$ cat src/rtl/sms_alert_pkg.sv
package sms_alert_pkg;

  typedef enum logic [1:0] {
    SEG_SETUP = 2'd0,
    SEG_CMD   = 2'd1,
    SEG_BODY  = 2'd2
  } seg_e;

  typedef enum logic [2:0] {
    ST_BOOT = 3'd0,
    ST_PRE  = 3'd1,
    ST_SEND = 3'd2,
    ST_MID  = 3'd3,
    ST_POST = 3'd4,
    ST_REL  = 3'd5,
    ST_IDLE = 3'd6
  } state_e;

  localparam logic [7:0] ASC_CR    = 8'd13;
  localparam logic [7:0] ASC_SUB   = 8'd26;
  localparam logic [7:0] ASC_QUOTE = 8'h22;
  localparam logic [7:0] ASC_F     = 8'h46;
  localparam logic [7:0] ASC_P     = 8'h50;

endpackage

$ cat src/rtl/sms_byte_rom.sv
module sms_byte_rom
  import sms_alert_pkg::*;
#(
  parameter int MAX_DIGITS = 16,
  parameter int NUM_LEN    = 10,
  parameter logic [8*MAX_DIGITS-1:0] RCPT = 128'("5550101234"),
  parameter int IW         = 5
) (
  input  seg_e          seg,
  input  logic [IW-1:0] idx,
  input  logic          fail,
  output logic [7:0]    byte_o,
  output logic [IW-1:0] len_o
);

  localparam logic [8*9-1:0] SETUP_S = "AT+CMGF=1";
  localparam logic [8*9-1:0] CMD_S   = {"AT+CMGS=", ASC_QUOTE};
  localparam logic [31:0]    PASS_S  = "PASS";
  localparam logic [31:0]    FAIL_S  = "FAIL";
  localparam int             CMD_LEN = NUM_LEN + 11;

  always_comb begin
    int i;
    i      = int'(idx);
    byte_o = ASC_CR;
    len_o  = '0;
    unique case (seg)
      SEG_SETUP: begin
        len_o = IW'(10);
        if (i < 9) byte_o = SETUP_S[8*(8-i) +: 8];
      end
      SEG_CMD: begin
        len_o = IW'(CMD_LEN);
        if (i < 9)                 byte_o = CMD_S[8*(8-i) +: 8];
        else if (i < 9 + NUM_LEN)  byte_o = RCPT[8*(NUM_LEN-1-(i-9)) +: 8];
        else if (i == 9 + NUM_LEN) byte_o = ASC_QUOTE;
      end
      SEG_BODY: begin
        len_o = IW'(6);
        if (i < 4)       byte_o = fail ? FAIL_S[8*(3-i) +: 8] : PASS_S[8*(3-i) +: 8];
        else if (i == 4) byte_o = ASC_SUB;
      end
      default: begin
        byte_o = ASC_CR;
        len_o  = '0;
      end
    endcase
  end

endmodule

$ cat src/rtl/sms_settle_timer.sv
module sms_settle_timer #(
  parameter int DLY = 8
) (
  input  logic clk,
  input  logic rst,
  input  logic run,
  output logic done
);

  localparam int CW = $clog2(DLY + 1);

  logic [CW-1:0] cnt;

  always_ff @(posedge clk) begin
    if (rst)                   cnt <= CW'(DLY);
    else if (!run || done)     cnt <= CW'(DLY);
    else                       cnt <= cnt - 1'b1;
  end

  assign done = run && (cnt == '0);

  // every wait window starts from a full count
  a_r7_full_window: assert property (@(posedge clk) disable iff (rst)
    $rose(run) |-> (cnt == CW'(DLY)));

endmodule

$ cat src/rtl/sms_verdict_decode.sv
module sms_verdict_decode
  import sms_alert_pkg::*;
(
  input  logic       rx_valid,
  input  logic [7:0] rx_data,
  output logic       hit,
  output logic       fail
);

  assign fail = (rx_data == ASC_F);
  assign hit  = rx_valid && (fail || (rx_data == ASC_P));

endmodule

$ cat src/rtl/sms_alert_seq.sv
module sms_alert_seq
  import sms_alert_pkg::*;
#(
  parameter int MAX_DIGITS = 16,
  parameter int NUM_LEN    = 10,
  parameter logic [8*MAX_DIGITS-1:0] RCPT = 128'("5550101234"),
  parameter int SETTLE_CYC = 8
) (
  input  logic       clk,
  input  logic       rst,
  input  logic       rx_valid,
  input  logic [7:0] rx_data,
  output logic [7:0] tx_data,
  output logic       tx_valid,
  input  logic       tx_ready,
  output logic       link_sel,
  output logic       busy
);

  localparam int IW = $clog2(MAX_DIGITS + 12);

  state_e        state;
  seg_e          seg;
  logic [IW-1:0] idx;
  logic          fail_q;
  logic          tx_valid_q;
  logic [7:0]    tx_data_q;
  logic          sel_q;
  logic          busy_q;

  logic [7:0]    rom_byte;
  logic [IW-1:0] seg_len;
  logic          tmr_run, tmr_done;
  logic          v_hit, v_fail;

  sms_byte_rom #(
    .MAX_DIGITS(MAX_DIGITS), .NUM_LEN(NUM_LEN), .RCPT(RCPT), .IW(IW)
  ) u_rom (
    .seg(seg), .idx(idx), .fail(fail_q), .byte_o(rom_byte), .len_o(seg_len)
  );

  assign tmr_run = (state == ST_PRE) || (state == ST_MID) ||
                   (state == ST_POST) || (state == ST_REL);

  sms_settle_timer #(.DLY(SETTLE_CYC)) u_tmr (
    .clk(clk), .rst(rst), .run(tmr_run), .done(tmr_done)
  );

  sms_verdict_decode u_dec (
    .rx_valid(rx_valid), .rx_data(rx_data), .hit(v_hit), .fail(v_fail)
  );

  always_ff @(posedge clk) begin
    if (rst) begin
      state      <= ST_BOOT;
      seg        <= SEG_SETUP;
      idx        <= '0;
      fail_q     <= 1'b0;
      tx_valid_q <= 1'b0;
      tx_data_q  <= '0;
      sel_q      <= 1'b0;
      busy_q     <= 1'b1;
    end else begin
      unique case (state)
        ST_BOOT: begin
          sel_q <= 1'b1;
          seg   <= SEG_SETUP;
          state <= ST_PRE;
        end
        ST_PRE, ST_MID: begin
          if (tmr_done) begin
            idx   <= '0;
            state <= ST_SEND;
          end
        end
        ST_SEND: begin
          if (!tx_valid_q || tx_ready) begin
            if (idx < seg_len) begin
              tx_valid_q <= 1'b1;
              tx_data_q  <= rom_byte;
              idx        <= idx + 1'b1;
            end else begin
              tx_valid_q <= 1'b0;
              if (seg == SEG_CMD) begin
                seg   <= SEG_BODY;
                state <= ST_MID;
              end else begin
                state <= ST_POST;
              end
            end
          end
        end
        ST_POST: begin
          if (tmr_done) begin
            sel_q <= 1'b0;
            state <= ST_REL;
          end
        end
        ST_REL: begin
          if (tmr_done) begin
            busy_q <= 1'b0;
            state  <= ST_IDLE;
          end
        end
        ST_IDLE: begin
          if (v_hit) begin
            fail_q <= v_fail;
            seg    <= SEG_CMD;
            sel_q  <= 1'b1;
            busy_q <= 1'b1;
            state  <= ST_PRE;
          end
        end
        default: state <= ST_IDLE;
      endcase
    end
  end

  assign tx_data  = tx_data_q;
  assign tx_valid = tx_valid_q;
  assign link_sel = sel_q;
  assign busy     = busy_q;

  // a stalled byte is held unchanged
  a_r10_hold: assert property (@(posedge clk) disable iff (rst)
    (tx_valid && !tx_ready) |=> (tx_valid && $stable(tx_data)));

  // bytes are only offered toward the modem, inside a busy window
  a_r7_sel_covers_tx: assert property (@(posedge clk) disable iff (rst)
    tx_valid |-> (link_sel && busy));

  // no byte right after the select is raised
  a_r7_settle_first: assert property (@(posedge clk) disable iff (rst)
    $rose(link_sel) |=> !tx_valid);

  // a non-verdict character in idle leaves the block idle
  a_r4_ignore: assert property (@(posedge clk) disable iff (rst)
    (!busy && rx_valid && (rx_data != ASC_F) && (rx_data != ASC_P)) |=> !busy);

  // an accepted verdict raises busy in the next cycle
  a_r9_busy_rise: assert property (@(posedge clk) disable iff (rst)
    (!busy && rx_valid && ((rx_data == ASC_F) || (rx_data == ASC_P))) |=> busy);

  // idle means link returned to host and nothing offered
  a_r9_idle_quiet: assert property (@(posedge clk) disable iff (rst)
    !busy |-> (!link_sel && !tx_valid));

endmodule

$ cat config.mk
export PLATFORM = sky130hd
export DESIGN_NAME = sms_alert_seq
export DESIGN_NICKNAME = d
export VERILOG_FILES = /design/src/rtl/sms_alert_pkg.sv /design/src/rtl/sms_byte_rom.sv /design/src/rtl/sms_settle_timer.sv /design/src/rtl/sms_verdict_decode.sv /design/src/rtl/sms_alert_seq.sv
export SDC_FILE = /design/constraint.sdc
export NUM_CORES = 1
export LEC_CHECK = 0
export ABC_AREA = 1
export ABC_CLOCK_PERIOD_IN_PS = 3100
export CORE_MARGIN = 2
export CORE_UTILIZATION = 57
export CTS_CLUSTER_DIAMETER = 120
export DETAILED_ROUTE_END_ITERATION = 12
export PLACE_DENSITY_LB_ADDON = 0.25
export SLEW_MARGIN = 5
export SYNTH_ARGS = -nofsm -noshare
export SYNTH_HDL_FRONTEND = slang
export SYNTH_SLANG_ARGS = --single-unit
$ cat constraint.sdc
create_clock -name clk -period 3.1 [get_ports clk]
set_input_delay 0.775 -clock clk [delete_from_list [all_inputs] [get_ports clk]]
set_output_delay 0.775 -clock clk [all_outputs]
set_load 0.05 [all_outputs]
Word level (Yosys, flattened, before mapping)
Index checks and enable logic that the tools add are counted.
{"block": "op_classes", "n_addsub": 6, "order_cmp": 4, "n_eq_ne": 20, "shifts": 5, "n_mux": 31, "reduce_logical": 27}
{"op": "variable part select 72 x 32 -> 8 bit (first input constant)", "n": 2}
{"op": "variable part select 128 x 32 -> 8 bit (first input constant)", "n": 1}
{"op": "variable part select 32 x 32 -> 8 bit (first input constant)", "n": 2}
{"op": "2-to-1 mux 8 bit", "n": 5}
{"op": "subtractor 5 x 29 -> 29 bit (first input constant)", "n": 1}
{"op": "one-hot mux 8 bit (3 select lines)", "n": 1}
{"op": "2-to-1 mux 3 bit", "n": 7}
{"op": "2-to-1 mux 5 bit", "n": 4}
{"op": "one-hot mux 3 bit (6 select lines)", "n": 1}
{"op": "equality test 8 x 7 -> 1 bit (second input constant)", "n": 2}
{"op": "one-hot mux 5 bit (3 select lines)", "n": 1}
{"op": "one-hot mux 5 bit (2 select lines)", "n": 1}
{"op": "equality test 3 bit (second input constant)", "n": 3}
{"op": "AND reduction 3 bit", "n": 3}
{"op": "2-to-1 mux 2 bit", "n": 4}
{"op": "inequality test 2 x 1 -> 1 bit (second input constant)", "n": 4}
{"op": "inequality test 2 bit (second input constant)", "n": 4}
{"op": "equality test 3 x 2 -> 1 bit (second input constant)", "n": 2}
{"op": "logical OR 1 bit", "n": 6}
{"op": "2-to-1 mux 6 bit", "n": 1}
{"op": "one-hot mux 2 bit (3 select lines)", "n": 1}
{"op": "AND reduction 6 bit", "n": 1}
{"op": "nonzero test 3 bit", "n": 2}
{"op": "subtractor 2 x 5 -> 6 bit (first input constant)", "n": 1}
{"op": "26 further kinds", "n": 33}
{"block": "totals", "ff_bits": 26, "in_bits": 12, "out_inout_bits": 11, "wordCells": 102}

Depth between registers and ports, before layout
Gate-level depths: netlist of the first run.
{"block": "depth", "depth_word": 7, "mapped_depth": 20, "mapped_depth_nobuf": 19}

By module
From an unflattened synthesis of the first run, not the netlist that was laid out.
{"block": "hier_totals", "cells_unflattened": 433, "hier_area_um2": 2565.0}
{"mod": "sms_alert_seq", "instances": 1, "cells_each": 188, "area_per_inst_um2": 1261.2, "seq_area_each_um2": 440.4}
{"mod": "sms_byte_rom", "instances": 1, "cells_each": 197, "area_per_inst_um2": 1018.5, "seq_area_each_um2": 0.0}
{"mod": "sms_settle_timer", "instances": 1, "cells_each": 24, "area_per_inst_um2": 186.4, "seq_area_each_um2": 80.1}
{"mod": "sms_verdict_decode", "instances": 1, "cells_each": 24, "area_per_inst_um2": 98.8, "seq_area_each_um2": 0.0}

Least setup slack after synthesis of the first run
OpenSTA, ideal clock, no wires.
{"block": "synth_path", "path_kind": "reg-to-reg", "start": "register idx[1]", "end": "register tx_data_q[4] (netlist: tx_data[4])", "setup_time_ns": 0.071, "arrival_ns": 2.090, "t_required_ns": 3.029, "slack_ns": 0.939, "stages_incl_launch_ff": 17, "n_path_buf": 0, "period_less_slack_ns": 2.161, "cell_sequence": "dfxtp_1 inv_1 ha_1 xnor2_2 ha_1 inv_1 nand3_1 nand2_1 nand2_1 nand2_2 a21oi_2 nand3_1 nand2_1 nand3_1 nand2_1 nand2_1 a21oi_1"}
{"block": "synth_via", "elab_chain_cells": 6, "word_cells_on_any_way": 22, "cone_classes": "add/sub (4); order compare (4); eq/ne (1); shift (5); mux (7); reduce/logical (1)"}
{"item": "start, declared", "line_no": "sms_alert_seq.sv:24", "rtl": "logic [IW-1:0] idx;"}
{"item": "start signal, assigned", "line_no": "sms_alert_seq.sv:81", "rtl": "idx <= idx + 1'b1;"}
{"item": "subtractor 5 x 4 -> 6 bit", "line_no": "sms_byte_rom.sv:35", "rtl": "else if (i < 9 + NUM_LEN) byte_o = RCPT[8*(NUM_LEN-1-(i-9)) +: 8];"}
{"item": "subtractor 5 x 29 -> 29 bit", "line_no": "sms_byte_rom.sv:35"}
{"item": "variable part select 128 x 32 -> 8 bit", "line_no": "sms_byte_rom.sv:35"}
{"item": "2-to-1 mux 8 bit", "line_no": "sms_byte_rom.sv:35"}
{"item": "2-to-1 mux 8 bit", "line_no": "sms_byte_rom.sv:34", "rtl": "if (i < 9) byte_o = CMD_S[8*(8-i) +: 8];"}
{"item": "one-hot mux 8 bit (3 select lines)", "line_no": "sms_byte_rom.sv:27", "rtl": "unique case (seg)"}
{"item": "end signal, assigned", "line_no": "sms_alert_seq.sv:80", "rtl": "tx_data_q <= rom_byte;"}
{"item": "end, declared", "line_no": "sms_alert_seq.sv:27", "rtl": "logic [7:0] tx_data_q;"}
Several ways; a longest one is shown, not always the timed one.
A chain may end at the register's enable or synchronous reset.

Worst setup path after layout of the first run
{"block": "layout_path", "start": "register seg[1]", "end": "register state[0]"}
{"block": "layout_via", "elab_chain_cells": 5, "word_cells_on_any_way": 11, "cone_classes": "order compare (1); eq/ne (3); mux (5); reduce/logical (2)"}
{"item": "start, declared", "line_no": "sms_alert_seq.sv:23", "rtl": "seg_e seg;"}
{"item": "start signal, assigned", "line_no": "sms_alert_seq.sv:56", "rtl": "seg <= SEG_SETUP;"}
{"item": "start signal, assigned", "line_no": "sms_alert_seq.sv:67", "rtl": "seg <= SEG_SETUP;"}
{"item": "start signal, assigned", "line_no": "sms_alert_seq.sv:85", "rtl": "seg <= SEG_BODY;"}
{"item": "equality test 2 bit (tied with other cells)", "line_no": "sms_byte_rom.sv:27"}
{"item": "one-hot mux 5 bit (3 select lines) / 2-to-1 mux 3 bit (equally long branches)", "line_no": "sms_byte_rom.sv:27, sms_alert_seq.sv:84"}
{"item": "less-than comparator 5 bit / 2-to-1 mux 3 bit (equally long branches)", "line_no": "sms_alert_seq.sv:78", "rtl": "if (idx < seg_len) begin"}
{"item": "inequality test 2 bit (no line) / 2-to-1 mux 3 bit (equally long branches)"}
{"item": "AND reduction 6 bit (no line) / one-hot mux 3 bit (6 select lines) (equally long branches)"}
{"item": "end signal, assigned", "line_no": "sms_alert_seq.sv:73", "rtl": "state <= ST_SEND;"}
{"item": "end signal, assigned", "line_no": "sms_alert_seq.sv:86", "rtl": "state <= ST_MID;"}
{"item": "end signal, assigned", "line_no": "sms_alert_seq.sv:88", "rtl": "state <= ST_POST;"}
{"item": "end, declared", "line_no": "sms_alert_seq.sv:22", "rtl": "state_e state;"}
Several ways; a longest one is shown, not always the timed one. The select of a mux whose other input is x is not followed.

==> impl_metrics.prom, run 1 <==
# TYPE chip_impl_metric gauge
chip_impl_info{name="status",value="finished clean"} 1
chip_impl_metric{name="ys_types",unit=""} 39
chip_impl_metric{name="slew_violations",unit=""} 0
chip_impl_info{name="synth_top_cell_by_area",value="sky130_fd_sc_hd__dfxtp_1"} 1
chip_impl_metric{name="p_int",unit="mW"} 1.14
chip_impl_metric{name="synthToLayoutAreaGrowth",unit="%"} 13.8
chip_impl_metric{name="timing.final.crit_share",unit="%"} 82.7
chip_impl_metric{name="wire_per_inst",unit="um"} 12.1
chip_impl_metric{name="peak_fanout_along_the_critical_path",unit=""} 9
chip_impl_metric{name="postSynthAreaPerCell",unit="sq um"} 6.15
chip_impl_metric{name="top_level_ports",unit=""} 23
chip_impl_metric{name="die-area",unit="sq um"} 4390
chip_impl_info{name="crit_path_end_kind",value="flip-flop"} 1
chip_impl_info{name="min_path_type",value="flip-flop to flip-flop"} 1
chip_impl_info{name="start_kind",value="flip-flop"} 1
chip_impl_metric{name="worst-endpoint-arrival",unit="ns"} 2.72
chip_impl_metric{name="grt_remaining_overflow",unit=""} 0
chip_impl_metric{name="finalSetupTns",unit="ns"} 0
chip_impl_metric{name="htreeDepth",unit=""} 1
chip_impl_metric{name="share_of_the_synthesized_area_in_the_top_cell_type",unit="%"} 22.7
chip_impl_metric{name="area_occupied_by_multi_input_gates",unit="sq um"} 1460
chip_impl_metric{name="fin_skew",unit="ns"} 0.00143
chip_impl_metric{name="numClockSinks",unit=""} 25
chip_impl_metric{name="seq_area",unit="sq um"} 500
chip_impl_metric{name="clock_buffer_depth",unit=""} 2
chip_impl_info{name="critPathSlowestCell",value="sky130_fd_sc_hd__ha_1"} 1
chip_impl_metric{name="wirelength",unit="um"} 5170
chip_impl_metric{name="first_global_vias",unit=""} 2083
chip_impl_metric{name="worst_pin_slew",unit="ns"} 0.503
chip_impl_metric{name="slew-limit-headroom",unit="%"} 66.4
chip_impl_metric{name="postCtsSetupBuffers",unit=""} 0
chip_impl_metric{name="initialDrtViolationCount",unit=""} 134
chip_impl_metric{name="pwr-share-seq",unit="%"} 18.9
chip_impl_metric{name="place.gp.congestion",unit=""} 0.978
chip_impl_metric{name="final-hold-violation-count",unit=""} 0
chip_impl_metric{name="cts.clk_slew.worst_paths",unit="ns"} 0.09
chip_impl_metric{name="post_route_cells_drive_above_1_share",unit="%"} 9.45
chip_impl_info{name="setup_repair_after_global_routing_missed_its_margin",value="no"} 1
chip_impl_metric{name="diodes",unit=""} 0
chip_impl_info{name="clock_tree_from_tritoncts",value="built"} 1
chip_impl_metric{name="syn_area",unit="sq um"} 2210
chip_impl_metric{name="post_drt_via_cell_ratio",unit=""} 5.35
chip_impl_metric{name="min_period",unit="ns"} 2.56
chip_impl_info{name="worst_path_most_repeated_cell",value="sky130_fd_sc_hd__inv_1"} 1
chip_impl_metric{name="synth.yosys.seq_area_share",unit="%"} 22.7
chip_impl_metric{name="detailedPlace.worstSlack",unit="ns"} 0.535
chip_impl_metric{name="comb_power_share",unit="%"} 73.2
chip_impl_metric{name="clkPwrFrac",unit="%"} 7.9
chip_impl_metric{name="grt_start_max_net_pins",unit=""} 16
chip_impl_metric{name="maxCapViolCount",unit=""} 0
chip_impl_metric{name="grt_first_pass_wirelength",unit="um"} 8760
chip_impl_metric{name="post_synth_inst_count",unit=""} 359
chip_impl_metric{name="antenna_found_initial",unit=""} 0
chip_impl_metric{name="cts_inserted_buffers",unit=""} 3
chip_impl_metric{name="placed_cells_incl_taps",unit=""} 425
chip_impl_metric{name="final_cell_count_no_fill",unit=""} 429
chip_impl_metric{name="place.port_buffers",unit=""} 21
chip_impl_metric{name="synth.ff_latch_count",unit=""} 25
chip_impl_metric{name="timing.final.ws_setup",unit="ns"} 0.537
chip_impl_metric{name="net_sw_power",unit="mW"} 1.36
chip_impl_info{name="criticalPathCategory",value="flip-flop to flip-flop"} 1
chip_impl_metric{name="route.vias.total",unit=""} 2297
chip_impl_info{name="layout_commonest_cell",value="sky130_fd_sc_hd__nand2_1"} 1
chip_impl_metric{name="track_usage",unit="%"} 25.4
chip_impl_metric{name="drt_drc",unit=""} 0
chip_impl_metric{name="fin_nets",unit=""} 411
chip_impl_metric{name="max_stage_delay",unit="ns"} 0.36
chip_impl_metric{name="die_width",unit="um"} 66.2
chip_impl_metric{name="ir_drop",unit="uV"} 547
chip_impl_metric{name="clock_insertion_delay_worst_skew",unit="ns"} 0.27
chip_impl_metric{name="synth_fp_nets",unit=""} 388
chip_impl_metric{name="fillCellCount",unit=""} 339
chip_impl_info{name="crit_path_cell_trace",value="inv_1 > ha_1 > inv_1 > ha_1 > nand2_1 > nor2_1 > o21ai_0 > o211ai_1 > nor2_2 > inv_1 > nand2_1 > inv_1 > nand2_1 > inv_1 > nand2_1 > a21oi_1 > nor2_1"} 1
chip_impl_metric{name="max_freq",unit="GHz"} 0.390
chip_impl_metric{name="yosysWarnings",unit=""} 0
chip_impl_metric{name="crit_path_required_time",unit="ns"} 3.26
chip_impl_info{name="ys_top_cells_by_area",value="sky130_fd_sc_hd__dfxtp_1, sky130_fd_sc_hd__nand2_1, sky130_fd_sc_hd__ha_1, sky130_fd_sc_hd__inv_1, sky130_fd_sc_hd__nand3_1"} 1
chip_impl_metric{name="timing.final.setup_violations",unit=""} 0
chip_impl_metric{name="detail-route-antenna-nets",unit=""} 0
chip_impl_metric{name="die_y",unit="um"} 66.2
chip_impl_metric{name="postCtsHoldBufs",unit=""} 0
chip_impl_metric{name="placeableCoreArea",unit="sq um"} 3690
chip_impl_metric{name="drtPass1Iterations",unit=""} 4
chip_impl_info{name="cts_root_buffer",value="sky130_fd_sc_hd__clkbuf_8"} 1
chip_impl_metric{name="post_cts_resized",unit=""} 0
chip_impl_metric{name="power_per_cell_area",unit="nW/um^2"} 999
chip_impl_info{name="layout.cells.most_common_list",value="sky130_fd_sc_hd__nand2_1, sky130_fd_sc_hd__inv_1, sky130_fd_sc_hd__nor2_1"} 1
chip_impl_metric{name="num_rows",unit=""} 22
chip_impl_metric{name="dp_hpwl",unit="um"} 4130
chip_impl_metric{name="sw_share",unit="%"} 54.4
chip_impl_metric{name="floorplan.initialDensity",unit="%"} 59.8
chip_impl_metric{name="cellLeakagePower",unit="nW"} 1.18
cell families (layout without fill, tap and decap cells):
kind of cell / after synthesis / in the layout / share of synthesized area [%]
flip-flops: 25 / 25 / 22.7
other: 1 / 1 / 0.170
AO/OA/AOI/OAI: 69 / 69 / 17.6
buffers and inverters: 62 / 84 / 11.3
XOR/XNOR: 7 / 7 / 3.12
adder cells (fa/ha/maj): 17 / 17 / 9.64
AND/OR/NAND/NOR: 178 / 178 / 35.5
cell usage after synthesis (all sizes together):
| library cell | n |
|---|---|
| a211oi | 2 |
| a21oi | 31 |
| a31oi | 1 |
| and3 | 1 |
| buf | 5 |
| clkbuf | 1 |
| clkinv | 1 |
| conb | 1 |
| dfxtp | 25 |
| ha | 17 |
| inv | 55 |
| nand2 | 92 |
| nand3 | 31 |
| nand4 | 1 |
| nor2 | 44 |
| nor3 | 6 |
| nor3b | 1 |
| nor4 | 2 |
| o211ai | 2 |
| o21a | 1 |
| o21ai | 29 |
| o21bai | 1 |
| o32ai | 1 |
| o41ai | 1 |
| xnor2 | 3 |
| xor2 | 4 |
stage by stage:
| step | hold WS, ns | power, mW | utilization [%] | area [sq um] |
|---|---|---|---|---|
| finish | 0.445 | 2.51 | 68.1 | 2510 |
| global route | 0.481 | 2.76 | 68.1 | 2510 |
| CTS | 0.442 | 2.49 | 68.1 | 2510 |
| detailed placement | 0.429 | 2.28 | 66.8 | 2460 |
| global placement | 0.426 | 2.23 | 66.8 | 2460 |
| floorplan | 0.413 | 1.89 | - | 2210 |
cell type report:
cell class                      count  share of cell area (%)
Multi-Input combinational cell    272                    58.0
Clock inverter                      1                   0.299
Timing Repair Buffer               24                    9.27
Inverter                           56                    8.47
Tap cell                           48                    2.39
Clock buffer                        3                    1.64
Sequential cell                    25                    19.9
critical path, delay by kind of cell (launching register included):
| family | cells | cell delay [ns] |
|---|---|---|
| AOI/OAI and AO/OA | 3 | 0.36 |
| adders and majority gates | 2 | 0.68 |
| buffers and inverters | 5 | 0.54 |
| DFF | 1 | 0.33 |
| and+or+nand+nor | 7 | 0.52 |
registers in the layout, summed over array words and instances (netlist names):
name       flops
busy           1
fail_q         1
idx            5
link_sel       1
seg            2
state          3
tx_data        7
tx_valid       1
u_tmr.cnt      4
final timing paths:
path	startpoint	endpoint	slack (ns)	cells past startpoint
max reg2reg	seg[1]	state[0]	0.54	17
max	seg[1]	state[0]	0.54	17
min reg2reg	u_tmr.cnt[0]	u_tmr.cnt[0]	0.45	1
min	u_tmr.cnt[0]	u_tmr.cnt[0]	0.45	1
routing by layer:
layer / up-vias / part of all wire (%) / global-route usage [%]
li1: 1204 / - / -
met1: 1032 / 45 / 30.4
met2: 51 / 50 / 47.5
met3: 10 / 3.4 / 2.56
met4: 0 / 1.5 / 6.89
met5: - / 0 / 0
power groups by stage:
stage	Sequential (mW)	Clock (mW)	Combinational (mW)
2_1_floorplan	0.574	0	1.32
3_3_place_gp	0.478	0	1.75
3_5_place_dp	0.482	0	1.80
4_1_cts	0.474	0.202	1.81
5_1_grt	0.485	0.215	2.06
6_report	0.474	0.198	1.84
Note: power is estimated with default switching activity, not from simulation.
==> inputs of run 2 (changes only) <==
--- a/config.mk
+++ b/config.mk
@@ -6,9 +6,9 @@
 export NUM_CORES = 1
 export LEC_CHECK = 0
 export ABC_AREA = 1
-export ABC_CLOCK_PERIOD_IN_PS = 3100
+export ABC_CLOCK_PERIOD_IN_PS = 2200
 export CORE_MARGIN = 2
-export CORE_UTILIZATION = 57
+export CORE_UTILIZATION = 52
 export CTS_CLUSTER_DIAMETER = 120
 export DETAILED_ROUTE_END_ITERATION = 12
 export PLACE_DENSITY_LB_ADDON = 0.25
==> constraint.sdc (replaced) <==
create_clock -name clk -period 2.2 [get_ports clk]
set_input_delay 0.55 -clock clk [delete_from_list [all_inputs] [get_ports clk]]
set_output_delay 0.55 -clock clk [all_outputs]
set_load 0.05 [all_outputs]
==> impl_metrics.prom, run 2 (same netlist as run 1, synthesis figures left out) <==
# TYPE chip_impl_metric gauge
chip_impl_info{name="critPathSlowestCell",value="sky130_fd_sc_hd__dfxtp_4"} 1
chip_impl_metric{name="track_usage",unit="%"} 24.1
chip_impl_info{name="start_kind",value="flip-flop"} 1
chip_impl_metric{name="max_freq",unit="GHz"} 0.452
chip_impl_metric{name="fin_skew",unit="ns"} 0.00295
chip_impl_metric{name="diodes",unit=""} 0
chip_impl_metric{name="wire_per_inst",unit="um"} 12.7
chip_impl_metric{name="pwr-share-seq",unit="%"} 17.6
chip_impl_metric{name="numClockSinks",unit=""} 25
chip_impl_metric{name="initialDrtViolationCount",unit=""} 55
chip_impl_metric{name="die_width",unit="um"} 69.2
chip_impl_info{name="setup_repair_after_global_routing_missed_its_margin",value="yes"} 1
chip_impl_metric{name="fillCellCount",unit=""} 364
chip_impl_metric{name="fin_nets",unit=""} 438
chip_impl_metric{name="min_period",unit="ns"} 2.21
chip_impl_metric{name="die-area",unit="sq um"} 4780
chip_impl_info{name="worst_path_most_repeated_cell",value="sky130_fd_sc_hd__o21ai_1"} 1
chip_impl_metric{name="ff2ff_setup_slack",unit="ns"} -0.01
chip_impl_metric{name="place.gp.congestion",unit=""} 0.927
chip_impl_metric{name="final_cell_count_no_fill",unit=""} 458
chip_impl_info{name="crit_path_end_kind",value="flip-flop"} 1
chip_impl_metric{name="grt_remaining_overflow",unit=""} 0
chip_impl_metric{name="maxCapViolCount",unit=""} 0
chip_impl_metric{name="power_per_cell_area",unit="nW/um^2"} 1380
chip_impl_metric{name="dp_hpwl",unit="um"} 4390
chip_impl_info{name="cts_root_buffer",value="sky130_fd_sc_hd__clkbuf_8"} 1
chip_impl_info{name="status",value="finished with violations"} 1
chip_impl_metric{name="placeableCoreArea",unit="sq um"} 4030
chip_impl_metric{name="clock_buffer_depth",unit=""} 2
chip_impl_metric{name="timing.final.crit_share",unit="%"} 101
chip_impl_metric{name="clkPwrFrac",unit="%"} 7.1
chip_impl_metric{name="grt_start_max_net_pins",unit=""} 16
chip_impl_metric{name="antenna_found_initial",unit=""} 0
chip_impl_metric{name="timing.final.ws_setup",unit="ns"} -0.0127
chip_impl_metric{name="net_sw_power",unit="mW"} 2.05
chip_impl_info{name="critical_path.startpoint",value="seg[0]"} 1
chip_impl_metric{name="route.vias.total",unit=""} 2409
chip_impl_metric{name="final-hold-violation-count",unit=""} 0
chip_impl_metric{name="die_y",unit="um"} 69.2
chip_impl_metric{name="crit_path_required_time",unit="ns"} 2.36
chip_impl_metric{name="slew-limit-headroom",unit="%"} 64.8
chip_impl_metric{name="p_int",unit="mW"} 1.87
chip_impl_info{name="crit-reg2reg-launch",value="seg[0]"} 1
chip_impl_info{name="min_path_type",value="flip-flop to flip-flop"} 1
chip_impl_info{name="worstReg2RegEnd",value="tx_data[2]"} 1
chip_impl_info{name="violations",value="negative setup slack"} 1
chip_impl_metric{name="peak_fanout_along_the_critical_path",unit=""} 6
chip_impl_info{name="layout.cells.most_common_list",value="sky130_fd_sc_hd__nand2_1, sky130_fd_sc_hd__inv_1, sky130_fd_sc_hd__nor2_1"} 1
chip_impl_metric{name="cellLeakagePower",unit="nW"} 1.32
chip_impl_metric{name="comb_power_share",unit="%"} 75.3
chip_impl_info{name="critPathCapture",value="tx_data[2]"} 1
chip_impl_metric{name="cts_inserted_buffers",unit=""} 3
chip_impl_metric{name="sw_share",unit="%"} 52.3
chip_impl_info{name="crit_path_cell_trace",value="inv_4 > ha_4 > inv_1 > ha_1 > nand2_1 > nor2_1 > o21ai_1 > o211ai_1 > nor2_2 > buf_4 > nand2_4 > nor2_4 > o21ai_1 > a21oi_1 > a21oi_2"} 1
chip_impl_metric{name="depth_of_the_most_critical_reg_to_reg_path",unit=""} 15
chip_impl_metric{name="timing.final.setup_violations",unit=""} 1
chip_impl_metric{name="ir_drop",unit="uV"} 702
chip_impl_info{name="clock_tree_from_tritoncts",value="built"} 1
chip_impl_metric{name="largest_register_ff_count",unit=""} 7
chip_impl_metric{name="placed_area",unit="sq um"} 2620
chip_impl_metric{name="slew_violations",unit=""} 0
chip_impl_metric{name="detail-route-antenna-nets",unit=""} 0
chip_impl_metric{name="num_rows",unit=""} 23
chip_impl_metric{name="first_global_vias",unit=""} 2234
chip_impl_metric{name="place.port_buffers",unit=""} 21
chip_impl_info{name="layout_commonest_cell",value="sky130_fd_sc_hd__nand2_1"} 1
chip_impl_metric{name="drt_drc",unit=""} 0
chip_impl_metric{name="top_level_ports",unit=""} 23
chip_impl_metric{name="floorplan.initialDensity",unit="%"} 54.8
chip_impl_metric{name="htreeDepth",unit=""} 1
chip_impl_metric{name="cts.clk_slew.worst_paths",unit="ns"} 0.09
chip_impl_metric{name="clock_insertion_delay_worst_skew",unit="ns"} 0.27
chip_impl_metric{name="post_route_cells_drive_above_1_share",unit="%"} 21.8
chip_impl_metric{name="power.total",unit="mW"} 3.91
chip_impl_metric{name="placed_cells_incl_taps",unit=""} 447
chip_impl_metric{name="worst-endpoint-arrival",unit="ns"} 2.38
chip_impl_metric{name="drtPass1Iterations",unit=""} 4
chip_impl_metric{name="synthToLayoutAreaGrowth",unit="%"} 28.5
chip_impl_metric{name="post_drt_via_cell_ratio",unit=""} 5.26
chip_impl_info{name="criticalPathCategory",value="flip-flop to flip-flop"} 1
chip_impl_metric{name="worst_pin_slew",unit="ns"} 0.526
chip_impl_metric{name="grt_first_pass_wirelength",unit="um"} 9700
chip_impl_metric{name="final_cell_area",unit="sq um"} 2840
chip_impl_metric{name="wirelength",unit="um"} 5800
chip_impl_metric{name="max_stage_delay",unit="ns"} 0.40
-- run 2: changes by cell type in the layout (fill, tap and decap cells not counted), sizes merged --
cell  before  now
buf        3   30
-- run 2: worst min-delay path by stage --
stage | startpoint | endpoint | slack, ns | depth (start not counted)
after floorplan | u_tmr.cnt[0] | u_tmr.cnt[0] | 0.41 | 1
after global placement | u_tmr.cnt[0] | u_tmr.cnt[0] | 0.43 | 1
after detailed placement | u_tmr.cnt[0] | u_tmr.cnt[0] | 0.43 | 1
after CTS | u_tmr.cnt[0] | u_tmr.cnt[0] | 0.44 | 1
after global routing | u_tmr.cnt[0] | u_tmr.cnt[0] | 0.47 | 1
final | u_tmr.cnt[0] | u_tmr.cnt[0] | 0.44 | 1
-- run 2: per-layer routing --
| layer | share of wire [%] | vias to the layer above | GRT usage (%) | routed length, um |
|---|---|---|---|---|
| li1 | - | 1258 | - | - |
| met1 | 43 | 1079 | 29.5 | 2510 |
| met2 | 50 | 56 | 43.2 | 2920 |
| met3 | 3.5 | 16 | 3.07 | 204 |
| met4 | 2.8 | 0 | 8.28 | 160 |
| met5 | 0 | - | 0 | 0 |
-- run 2: critical path: cells and delay by family, from the launching register on --
kind                       cells  cell delay, ns
AOI/OAI and AO/OA              5            0.53
and+or+nand+nor                5            0.51
DFF                            1            0.40
adders and majority gates      2            0.39
buffers and inverters          3            0.27
-- run 2: area by class of cell --
type                            instances  area (sq um)  area share, %
Timing Repair Buffer                   51           435           15.4
Inverter                               56           218           7.68
Clock buffer                            3          41.3           1.46
Sequential cell                        25           507           17.9
Tap cell                               50          62.6           2.21
Clock inverter                          1          7.51          0.265
Multi-Input combinational cell        272          1570           55.2
-- run 2: timing repair --
action,4_1_cts,5_1_grt
pin swaps,6,12
endpoints found under the setup margin,9,15
setup buffers,3,4
hold buffers,0,0
gates resized for setup,17,23
-- run 2: power groups by stage --
stage	logic [mW]	clock network (mW)	registers [mW]
6_report	2.95	0.279	0.687
5_1_grt	3.29	0.302	0.703
4_1_cts	2.75	0.285	0.684
3_5_place_dp	2.67	0	0.680
3_3_place_gp	2.61	0	0.677
2_1_floorplan	1.86	0	0.809
-- run 2: metrics by stage --
step                setup TNS [ns]  setup WS, ns  util [%]  hold WS [ns]
global placement           -0.0660       -0.0660      64.9         0.426
finish                     -0.0127       -0.0127      70.4         0.441
detailed placement          -0.337       -0.0997      64.9         0.430
CTS                        -0.0122       -0.0122      68.2         0.443
floorplan                        0        0.0391         -         0.413
global route                 -1.01        -0.131      70.4         0.472
